## src/rtl/js_pkg.sv

```systemverilog
package js_pkg;
   typedef enum logic [1:0] {
      JS_IDLE   = 2'd0,
      JS_ARG    = 2'd1,
      JS_CREATE = 2'd2
   } js_op_e;
endpackage

```

## src/rtl/js_free_list.sv

```systemverilog
module js_free_list #(
   parameter int ENTRIES = 4,
   localparam int EIDX_W = $clog2(ENTRIES)
) (
   input  logic              clk,
   input  logic              rst_n,
   input  logic              alloc_i,
   input  logic              rel_i,
   input  logic [EIDX_W-1:0] rel_idx_i,
   output logic              any_free_o,
   output logic [EIDX_W-1:0] free_idx_o,
   output logic [ENTRIES-1:0] free_map_o
);
   logic [ENTRIES-1:0] free_q;

   // lowest set bit wins
   always_comb begin
      free_idx_o = '0;
      for (int i = ENTRIES - 1; i >= 0; i--)
         if (free_q[i]) free_idx_o = EIDX_W'(i);
   end

   assign any_free_o = |free_q;
   assign free_map_o = free_q;

   always_ff @(posedge clk) begin
      if (!rst_n) begin
         free_q <= '1;
      end else begin
         if (alloc_i) free_q[free_idx_o] <= 1'b0;
         if (rel_i)   free_q[rel_idx_i]  <= 1'b1;
      end
   end
endmodule

```

## src/rtl/js_join_ctr.sv

```systemverilog
module js_join_ctr #(
   parameter int ENTRIES = 4,
   parameter int NSLOTS  = 3,
   localparam int EIDX_W = $clog2(ENTRIES),
   localparam int CNT_W  = $clog2(NSLOTS + 1)
) (
   input  logic              clk,
   input  logic              rst_n,
   input  logic              load_i,
   input  logic [EIDX_W-1:0] load_idx_i,
   input  logic [CNT_W-1:0]  load_cnt_i,
   input  logic              dec_i,
   input  logic [EIDX_W-1:0] dec_idx_i,
   output logic              pending_o,
   output logic              last_o,
   output logic [ENTRIES-1:0] pend_map_o
);
   logic [ENTRIES*CNT_W-1:0] cnt_flat;
   logic [CNT_W-1:0]         sel_cnt;

   for (genvar e = 0; e < ENTRIES; e++) begin : g_ent
      logic [CNT_W-1:0] cnt_q;
      always_ff @(posedge clk) begin
         if (!rst_n)
            cnt_q <= '0;
         else if (load_i && load_idx_i == EIDX_W'(e))
            cnt_q <= load_cnt_i;
         else if (dec_i && dec_idx_i == EIDX_W'(e) && cnt_q != '0)
            cnt_q <= cnt_q - 1'b1;
      end
      assign cnt_flat[e*CNT_W +: CNT_W] = cnt_q;
      assign pend_map_o[e]              = (cnt_q != '0);
   end

   assign sel_cnt   = cnt_flat[dec_idx_i*CNT_W +: CNT_W];
   assign pending_o = (sel_cnt != '0);
   assign last_o    = (sel_cnt == CNT_W'(1));
endmodule

```

## src/rtl/js_arg_array.sv

```systemverilog
module js_arg_array #(
   parameter int ENTRIES = 4,
   parameter int NSLOTS  = 3,
   parameter int DATA_W  = 8,
   localparam int EIDX_W = $clog2(ENTRIES),
   localparam int SIDX_W = $clog2(NSLOTS)
) (
   input  logic                     clk,
   input  logic                     we_i,
   input  logic [EIDX_W-1:0]        widx_i,
   input  logic [SIDX_W-1:0]        wslot_i,
   input  logic [DATA_W-1:0]        wdata_i,
   input  logic [EIDX_W-1:0]        ridx_i,
   output logic [NSLOTS*DATA_W-1:0] row_o
);
   logic [NSLOTS*DATA_W-1:0] mem [ENTRIES];

   always_ff @(posedge clk) begin
      if (we_i)
         for (int s = 0; s < NSLOTS; s++)
            if (wslot_i == SIDX_W'(s))
               mem[widx_i][s*DATA_W +: DATA_W] <= wdata_i;
   end

   assign row_o = mem[ridx_i];
endmodule

```

## src/rtl/join_store.sv

```systemverilog
module join_store #(
   parameter int ENTRIES = 4,
   parameter int NSLOTS  = 3,
   parameter int DATA_W  = 8,
   parameter int TYPE_W  = 3,
   parameter int PE_W    = 2,
   localparam int EIDX_W = $clog2(ENTRIES),
   localparam int SIDX_W = $clog2(NSLOTS),
   localparam int CNT_W  = $clog2(NSLOTS + 1),
   localparam int CONT_W = EIDX_W + SIDX_W
) (
   input  logic                     clk,
   input  logic                     rst_n,
   input  logic                     cr_valid,
   output logic                     cr_ready,
   input  logic [TYPE_W-1:0]        cr_type,
   input  logic [CNT_W-1:0]         cr_nargs,
   output logic                     rsp_valid,
   input  logic                     rsp_ready,
   output logic [EIDX_W-1:0]        rsp_entry,
   input  logic                     arg_valid,
   output logic                     arg_ready,
   input  logic [CONT_W-1:0]        arg_cont,
   input  logic [DATA_W-1:0]        arg_data,
   input  logic [PE_W-1:0]          arg_src,
   output logic                     task_valid,
   input  logic                     task_ready,
   output logic [TYPE_W-1:0]        task_type,
   output logic [NSLOTS*DATA_W-1:0] task_args,
   output logic [PE_W-1:0]          task_dest
);
   import js_pkg::*;

   initial begin
      assert (ENTRIES >= 2) else $error("join_store: ENTRIES must be at least 2");
      assert (NSLOTS >= 2)  else $error("join_store: NSLOTS must be at least 2");
      assert (DATA_W >= 1 && TYPE_W >= 1 && PE_W >= 1)
         else $error("join_store: widths must be positive");
   end

   logic [EIDX_W-1:0]        a_idx;
   logic [SIDX_W-1:0]        a_slot;
   logic                     slot_ok, pending, last, any_free;
   logic [EIDX_W-1:0]        free_idx;
   logic [ENTRIES-1:0]       free_map, pend_map;
   logic                     rsp_room, task_room;
   logic                     arg_hit, complete;
   logic [NSLOTS*DATA_W-1:0] row, merged;
   logic [TYPE_W-1:0]        type_q [ENTRIES];
   js_op_e                   op;

   assign a_idx  = arg_cont[CONT_W-1:SIDX_W];
   assign a_slot = arg_cont[SIDX_W-1:0];
   assign slot_ok = int'(a_slot) < NSLOTS;

   assign rsp_room  = !rsp_valid || rsp_ready;
   assign task_room = !task_valid || task_ready;
   assign arg_ready = task_room;
   assign cr_ready  = any_free && !arg_valid && rsp_room;

   always_comb begin
      op = JS_IDLE;
      if (arg_valid && arg_ready)     op = JS_ARG;
      else if (cr_valid && cr_ready)  op = JS_CREATE;
   end

   assign arg_hit  = (op == JS_ARG) && pending && slot_ok;
   assign complete = arg_hit && last;

   js_free_list #(.ENTRIES(ENTRIES)) u_free (
      .clk        (clk),
      .rst_n      (rst_n),
      .alloc_i    (op == JS_CREATE),
      .rel_i      (complete),
      .rel_idx_i  (a_idx),
      .any_free_o (any_free),
      .free_idx_o (free_idx),
      .free_map_o (free_map)
   );

   js_join_ctr #(.ENTRIES(ENTRIES), .NSLOTS(NSLOTS)) u_join (
      .clk        (clk),
      .rst_n      (rst_n),
      .load_i     (op == JS_CREATE),
      .load_idx_i (free_idx),
      .load_cnt_i (cr_nargs),
      .dec_i      (arg_hit),
      .dec_idx_i  (a_idx),
      .pending_o  (pending),
      .last_o     (last),
      .pend_map_o (pend_map)
   );

   js_arg_array #(.ENTRIES(ENTRIES), .NSLOTS(NSLOTS), .DATA_W(DATA_W)) u_args (
      .clk     (clk),
      .we_i    (arg_hit),
      .widx_i  (a_idx),
      .wslot_i (a_slot),
      .wdata_i (arg_data),
      .ridx_i  (a_idx),
      .row_o   (row)
   );

   // final value bypasses the array straight into the task
   always_comb begin
      merged = row;
      for (int s = 0; s < NSLOTS; s++)
         if (a_slot == SIDX_W'(s)) merged[s*DATA_W +: DATA_W] = arg_data;
   end

   always_ff @(posedge clk) begin
      if (op == JS_CREATE) type_q[free_idx] <= cr_type;
   end

   always_ff @(posedge clk) begin
      if (!rst_n) begin
         rsp_valid <= 1'b0;
         rsp_entry <= '0;
      end else if (op == JS_CREATE) begin
         rsp_valid <= 1'b1;
         rsp_entry <= free_idx;
      end else if (rsp_ready) begin
         rsp_valid <= 1'b0;
      end
   end

   always_ff @(posedge clk) begin
      if (!rst_n) begin
         task_valid <= 1'b0;
         task_type  <= '0;
         task_args  <= '0;
         task_dest  <= '0;
      end else if (complete) begin
         task_valid <= 1'b1;
         task_type  <= type_q[a_idx];
         task_args  <= merged;
         task_dest  <= arg_src;
      end else if (task_ready) begin
         task_valid <= 1'b0;
      end
   end
endmodule

```

## config.mk

```make
export PLATFORM = sky130hd
export DESIGN_NAME = join_store
export DESIGN_NICKNAME = d
export VERILOG_FILES = /design/src/rtl/js_pkg.sv /design/src/rtl/js_free_list.sv /design/src/rtl/js_join_ctr.sv /design/src/rtl/js_arg_array.sv /design/src/rtl/join_store.sv
export SDC_FILE = /design/constraint.sdc
export NUM_CORES = 1
export LEC_CHECK = 0
export BUFFER_PORTS_ARGS = -buffer_cell sky130_fd_sc_hd__buf_2
export CORE_MARGIN = 2
export CORE_UTILIZATION = 46
export DETAILED_ROUTE_END_ITERATION = 7
export PLACE_DENSITY_LB_ADDON = 0.25
export SYNTH_ARGS = -nofsm -noshare
export SYNTH_HDL_FRONTEND = slang
export SYNTH_HIERARCHICAL = 1
export SYNTH_SLANG_ARGS = --single-unit
```

## constraint.sdc

```tcl
create_clock -name clk -period 4.1 [get_ports clk]
set_clock_uncertainty 0.15 [all_clocks]
set_input_delay 0.41 -clock clk [delete_from_list [all_inputs] [get_ports clk]]
set_output_delay 0.41 -clock clk [all_outputs]
set_load 0.005 [all_outputs]
```

==> key figures, run 1 <==
Run status
  – Run status: completed

Pwr
  – Worst VDD drop: 0.280 mV
  – Pwr Density: 470 nW/um^2
  – Sw Ratio: 19.5%
  – Total Power: 3.54 mW
  – Clk pwr share: 48.1%
  – Combinational share of power: 4.8%
  – Internal: 2.85 mW
  – Flop pwr share: 47.1%
  – Switching power: 689 uW
  – Lkg Pwr: 2.61 nW

Clock network
  – H-tree levels: 4
  – Clock slew at reported path FFs: 60 ps
  – Max Buffers Root-to-Sink: 2
  – Post-CTS setup buffers: 0
  – CTS resizes: 0
  – Post-CTS Hold Buffers: 0
  – TritonCTS Buffers: 17
  – CTS tree: done
  – Clk root buf: clkbuf_16
  – Clk Latency, worst-skew pair: 420 ps
  – CTS sink count: 153

Worst setup path
  – Setup CP Type: reg -> reg
  – Worst-path fanout max: 8
  – Critical path required time: 3980 ps
  – Crit. End Element: register
  – Register-to-Register Path Depth: 7
  – Crit path DAT: 2950 ps
  – CP startpoint kind: register

Cells and area
  – Finished Core Util: 54.4%
  – Fin cells: 672
  – Layout cells sized above 1: 29.7%
  – Nets: 508
  – Post-Layout Inst Area: 7530 um^2
  – Synth-to-layout area growth: 15.9%
  – Antenna cells: 0

Drt
  – Via density: 5.90
  – Pre-Repair DR Iteration Count: 5
  – Routed WL per cell: 21.5 um
  – DR vias: 3967
  – Final WL: 14500 um
  – DRC viols: 0
  – Final ANT Viol Nets: 0
  – Starting DRT DRC Count: 238

Placement
  – Final Wtd Congestion: 0.781
  – Hpwl dp: 9350 um
  – Placement Cell Area: 6880 um^2
  – Number of placed cells counting well taps: 640
  – Port Buf Inserts: 59
  – Dpl ws: 802 ps

Timing
  – Slew Limit Fails: 0
  – RSZ-0062 raised after global routing: no
  – Worst-Margin Slew: 1250 ps
  – Hold Vio Cnt, Final: 0
  – Final setup TNS: 0 ps
  – Final setup viols: 0
  – PnR worst setup slack: 1030 ps
  – Highest clock rate: 326 MHz
  – Tcrit/Tclk final: 74.9%
  – Rel. slew slack: 16.3%
  – Fin Hold WS: 63.4 ps
  – Min cycle time layout: 3070 ps

Job
  – Maxcap violations: 0

Worst hold path
  – Hold path cells: 1
  – Worst hold path type: in -> reg

Logic synthesis
  – Synth Warn #: 6
  – Syn_nets: 448
  – Post-Syn Instances: 419
  – Syn Std Cell Area: 6500 um^2
  – Mean Syn Cell Area: 15.5 um^2

Die
  – Row count: 43
  – Die Area: 15100 um^2
  – Core ar.: 13800 um^2
  – Starting Density: 47.0%
  – Die width: 123 um
  – I/O pins: 60
  – Die height: 123 um

Global route
  – Vias in the first global route: 4063
  – Initial antenna violation count: 0
  – First-pass GRT wire length: 22200 um
  – Grt ovf: 0
  – Largest net degree at the start of global routing: 41
  – Total track usage: 20.6%
==> sequential cells by signal, summed over array words and instances, names as in the netlist, 2 cells and up <==
| signal | flops |
|---|---|
| task_dest | 2 |
| u_free/free_map_o | 4 |
| u_join/g_ent.cnt_q | 8 |
| type_q | 12 |
| task_type | 3 |
| u_args/mem | 96 |
| task_args | 24 |
| rsp_entry | 2 |
==> path summary, 6_finish.rpt <==
| path | start | slack [ps] | to |
|---|---|---|---|
| max | u_join/g_ent[1].cnt_q[0] | 1030 | u_args/mem[0][16] |
| min | cr_type[0] | 60 | type_q[0][0] |
| max reg2reg | u_join/g_ent[1].cnt_q[0] | 1030 | u_args/mem[0][16] |
| min reg2reg | task_type[0] | 320 | task_type[0] |
==> power groups by stage <==
stage / Sequential [mW] / Clock [mW] / Combinational [mW]
2_1_floorplan: 1.70 / 0 / 0.105
3_3_place_gp: 1.70 / 0 / 0.167
3_5_place_dp: 1.70 / 0 / 0.169
4_1_cts: 1.67 / 1.73 / 0.171
5_1_grt: 1.67 / 1.79 / 0.183
6_report: 1.67 / 1.70 / 0.168
==> per-layer routing <==
| layer | track usage [%] | vias up | share of wire [%] |
|---|---|---|---|
| li1 | - | 1788 | - |
| met1 | 26.4 | 2022 | 43 |
| met2 | 33.0 | 124 | 49 |
| met3 | 4.37 | 33 | 4.2 |
| met4 | 10.8 | 0 | 3.1 |
| met5 | 0 | - | 0 |
==> cell usage in the layout (no fill, tap or decap), types with 3 or more instances in the layout <==
cell       count
buf_2         59
dfxtp_1       45
nor2b_1        4
a21oi_1       10
a31oi_1       24
a311oi_1       7
a211oi_1       6
clkbuf_1       4
nand3_1        4
inv_1         19
clkbuf_16     17
o21ai_0       12
o22ai_1        3
ha_1           4
bufinv_16      5
nor3_1         5
nand3b_1       4
buf_4          6
mux2i_1       19
o31ai_1        4
nor2_1        15
mux4_1         4
edfxtp_1     108
nand2_1       17
nand2b_1       7
clkbuf_8       3
xnor2_1        4
a211oi_2      11
nand4_1        5
mux4_2        25
==> layout make-up <==
| cell class | count | area (um^2) |
|---|---|---|
| Clock buffer | 24 | 482 |
| Clock inverter | 8 | 166 |
| Fill cell | 1116 | 6300 |
| Inverter | 20 | 75.1 |
| Multi-Input combinational cell | 222 | 2100 |
| Sequential cell | 153 | 4140 |
| Tap cell | 180 | 225 |
| Timing Repair Buffer | 65 | 340 |
==> critical path, cell delays in order, from the launching register on <==
cell and delay, ps:
dfxtp_1 380, mux4_2 260, or2_1 110, nand2_1 130, a211oi_1 360, buf_4 220
nand3b_1 140, nor3_1 940
Power figures use the tool's default switching activity.
==> run 2: changes to the inputs <==
==> constraint.sdc (replaced) <==
create_clock -name clk -period 2.75 [get_ports clk]
set_clock_uncertainty 0.15 [all_clocks]
set_input_delay 0.275 -clock clk [delete_from_list [all_inputs] [get_ports clk]]
set_output_delay 0.275 -clock clk [all_outputs]
set_load 0.005 [all_outputs]
==> run 2 against run 1 <==
Critical path depth unchanged. Largest power group is now registers. Flip-flop and latch count unchanged. Worst hold slack worse by 43 ps. Worst setup slack worse by 800 ps. Core utilization up 0.57 points. Critical path type unchanged.
==> key figures, run 2 (synthesis gave the netlist of run 1 again) <==
Clock network
  – Clk root buf: clkbuf_16 (unchanged)
  – TritonCTS Buffers: 17 (unchanged)
  – Clock slew at reported path FFs: 60 ps (about the same)
  – Clk Latency, worst-skew pair: 420 ps (about the same)
  – H-tree levels: 4 (unchanged)
  – CTS tree: done (unchanged)
  – CTS sink count: 153 (unchanged)
  – Max Buffers Root-to-Sink: 2 (unchanged)

Worst setup path
  – RR Endpoint: u_args/mem[2][20] (was u_args/mem[0][16])
  – CP startpoint kind: register (unchanged)
  – Setup CP Type: reg -> reg (unchanged)
  – Critical path required time: 2650 ps (was 3980 ps)
  – Crit path DAT: 2410 ps (was 2950 ps)
  – Worst-path fanout max: 8 (unchanged)
  – Register-to-register setup slack: 230 ps (was 1030 ps)
  – Crit. End Element: register (unchanged)
  – Register-to-Register Path Depth: 7 (unchanged)
  – RR Startpoint: u_join/g_ent[2].cnt_q[0] (was u_join/g_ent[1].cnt_q[0])

Placement
  – Dpl ws: -64.6 ps (was 802 ps)
  – Number of placed cells counting well taps: 654 (was 640)
  – Final Wtd Congestion: 0.887 (was 0.781)
  – Hpwl dp: 9780 um (was 9350 um)
  – Port Buf Inserts: 59 (unchanged)

Drt
  – Final ANT Viol Nets: 0 (unchanged)
  – Starting DRT DRC Count: 323 (was 238)
  – DR vias: 3979 (was 3967)
  – Final WL: 14600 um (was 14500 um)
  – Via density: 5.76 (was 5.90)
  – DRC viols: 0 (unchanged)
  – Routed WL per cell: 21.1 um (was 21.5 um)
  – Pre-Repair DR Iteration Count: 5 (unchanged)

Cells and area
  – Number of flip-flops in the largest register: 96 (unchanged)
  – Fin cells: 691 (was 672)
  – Antenna cells: 0 (unchanged)
  – Fillers: 1131 (was 1116)
  – Commonest non-fill, non-tap cell in the layout: edfxtp_1 (unchanged)
  – Layout cells sized above 1: 31.5% (was 29.7%)
  – Register with the highest flop count: u_args/mem (unchanged)
  – Most frequent cells in the layout: edfxtp_1 (108), buf_2 (59), dfxtp_1 (45), mux4_2 (25), a31oi_1 (24) (unchanged)
  – Multi-input gate area: 2120 um^2 (was 2100 um^2)
  – Biggest regs: u_args/mem: 96 flops, task_args: 24 flops, type_q: 12 flops (unchanged)
  – Synth-to-layout area growth: 17.1% (was 15.9%)
  – Nets: 527 (was 508)
  – Sequential cell area: 4140 um^2 (unchanged)

Timing
  – Hold Vio Cnt, Final: 0 (unchanged)
  – Slew Limit Fails: 0 (unchanged)
  – Min cycle time layout: 2520 ps (was 3070 ps)
  – RSZ-0062 raised after global routing: no (unchanged)
  – Highest clock rate: 397 MHz (was 326 MHz)
  – Rel. slew slack: 16.9% (was 16.3%)
  – Final setup viols: 0 (unchanged)
  – Worst-Margin Slew: 1250 ps (about the same)
  – Tcrit/Tclk final: 91.6% (was 74.9%)
  – PnR worst setup slack: 232 ps (was 1030 ps)

Pwr
  – Clk pwr share: 43.0% (was 48.1%)
  – Combinational share of power: 5.6% (was 4.8%)
  – Internal: 3.83 mW (was 2.85 mW)
  – Worst VDD drop: 0.430 mV (was 0.280 mV)
  – Lkg Pwr: 2.66 nW (was 2.61 nW)
  – Switching power: 1.00 mW (was 689 uW)
  – Sw Ratio: 20.8% (was 19.5%)
  – Flop pwr share: 51.3% (was 47.1%)
  – Pwr Density: 636 nW/um^2 (was 470 nW/um^2)

Die
  – Die height: 123 um (unchanged)
  – Starting Density: 47.0% (unchanged)
  – Row count: 43 (unchanged)
  – Die Area: 15100 um^2 (unchanged)
  – Core ar.: 13800 um^2 (unchanged)
  – Die width: 123 um (unchanged)
  – I/O pins: 60 (unchanged)

Worst hold path
  – Hold Startpoint: cr_valid (was cr_type[0])
  – Hold endpoint: rsp_entry[0] (was type_q[0][0])
  – Worst hold path type: in -> reg (unchanged)
  – Hold path cells: 3 (was 1)

Global route
  – Grt ovf: 0 (unchanged)
  – Largest net degree at the start of global routing: 30 (was 41)
  – First-pass GRT wire length: 21900 um (was 22200 um)
  – Total track usage: 20.4% (was 20.6%)
  – Vias in the first global route: 3985 (was 4063)
  – Initial antenna violation count: 0 (unchanged)

Run status
  – Run status: completed (unchanged)

Job
  – Maxcap violations: 0 (unchanged)
-- run 2: changes by cell type in the layout (fill, tap and decap cells not counted), moves of 2 or more --
cell / before / now
buf_4: 6 / 18
bufinv_16: 5 / 0
clkbuf_1: 4 / 9
dlygate4sd3_1: 0 / 5
buf_12: 0 / 2
clkinv_2: 1 / 3
nor2_1: 15 / 13
nor2_2: 0 / 2
nor3_1: 5 / 3
nor3_2: 0 / 2
-- run 2: metrics by stage --
stage               power, mW  instance area, um^2  utilization [%]  setup TNS, ps  hold slack, ps
floorplan                2.69                 6500                -              0             191
global placement         2.79                 7020             50.7          -59.3             303
detailed placement       2.80                 7020             50.7          -1240             313
CTS                      4.87                 7590             54.9              0            3.73
global route             4.98                 7610             55.0              0            28.9
finish                   4.83                 7610             55.0              0            20.3
-- run 2: routing by layer --
| layer | wire length, um | vias to the layer above | track usage (%) | share of wire, % |
|---|---|---|---|---|
| li1 | - | 1820 | - | - |
| met1 | 6100 | 1992 | 25.1 | 42 |
| met2 | 7280 | 139 | 33.8 | 50 |
| met3 | 781 | 28 | 4.83 | 5.4 |
| met4 | 403 | 0 | 9.99 | 2.8 |
| met5 | 0 | - | 0 | 0 |
-- run 2: worst max-delay path: stages (launching register included) --
cell      delay, ps
dfxtp_1         370
mux4_2          250
or2_1           110
nand2_1          90
a211oi_2        200
buf_4           180
nand3b_1        150
nor2_1          650
-- run 2: cell type report --
| type | instances | share of cell area, % |
|---|---|---|
| Multi-Input combinational cell | 222 | 27.8 |
| Inverter | 20 | 0.987 |
| Tap cell | 180 | 2.96 |
| Sequential cell | 153 | 54.5 |
| Clock inverter | 3 | 0.197 |
| Clock buffer | 29 | 6.73 |
| Timing Repair Buffer | 84 | 6.84 |
-- run 2: power groups by stage --
| stage | combinational (mW) | sequential (mW) | clock (mW) |
|---|---|---|---|
| after floorplan | 0.156 | 2.53 | 0 |
| after global placement | 0.262 | 2.53 | 0 |
| after detailed placement | 0.267 | 2.53 | 0 |
| after CTS | 0.275 | 2.48 | 2.11 |
| after global routing | 0.295 | 2.48 | 2.21 |
| final | 0.272 | 2.48 | 2.08 |
-- run 2: worst max path at each step --
stage | start | end | depth (start not counted)
finish | u_join/g_ent[2].cnt_q[0] | u_args/mem[2][20] | 7
global route | u_join/g_ent[2].cnt_q[0] | u_args/mem[2][20] | 7
CTS | u_join/g_ent[2].cnt_q[0] | u_args/mem[0][13] | 6
detailed placement | arg_cont[2] | u_args/mem[0][11] | 7
global placement | arg_cont[2] | u_args/mem[0][12] | 7
floorplan | arg_cont[2] | u_args/mem[1][0] | 6
-- run 2: timing repair --
action	CTS	global route
endpoints found under the setup margin	0	56
endpoints found under the hold margin	14	0
hold buffers	5	0
resized for setup	0	4
setup buffers	0	0
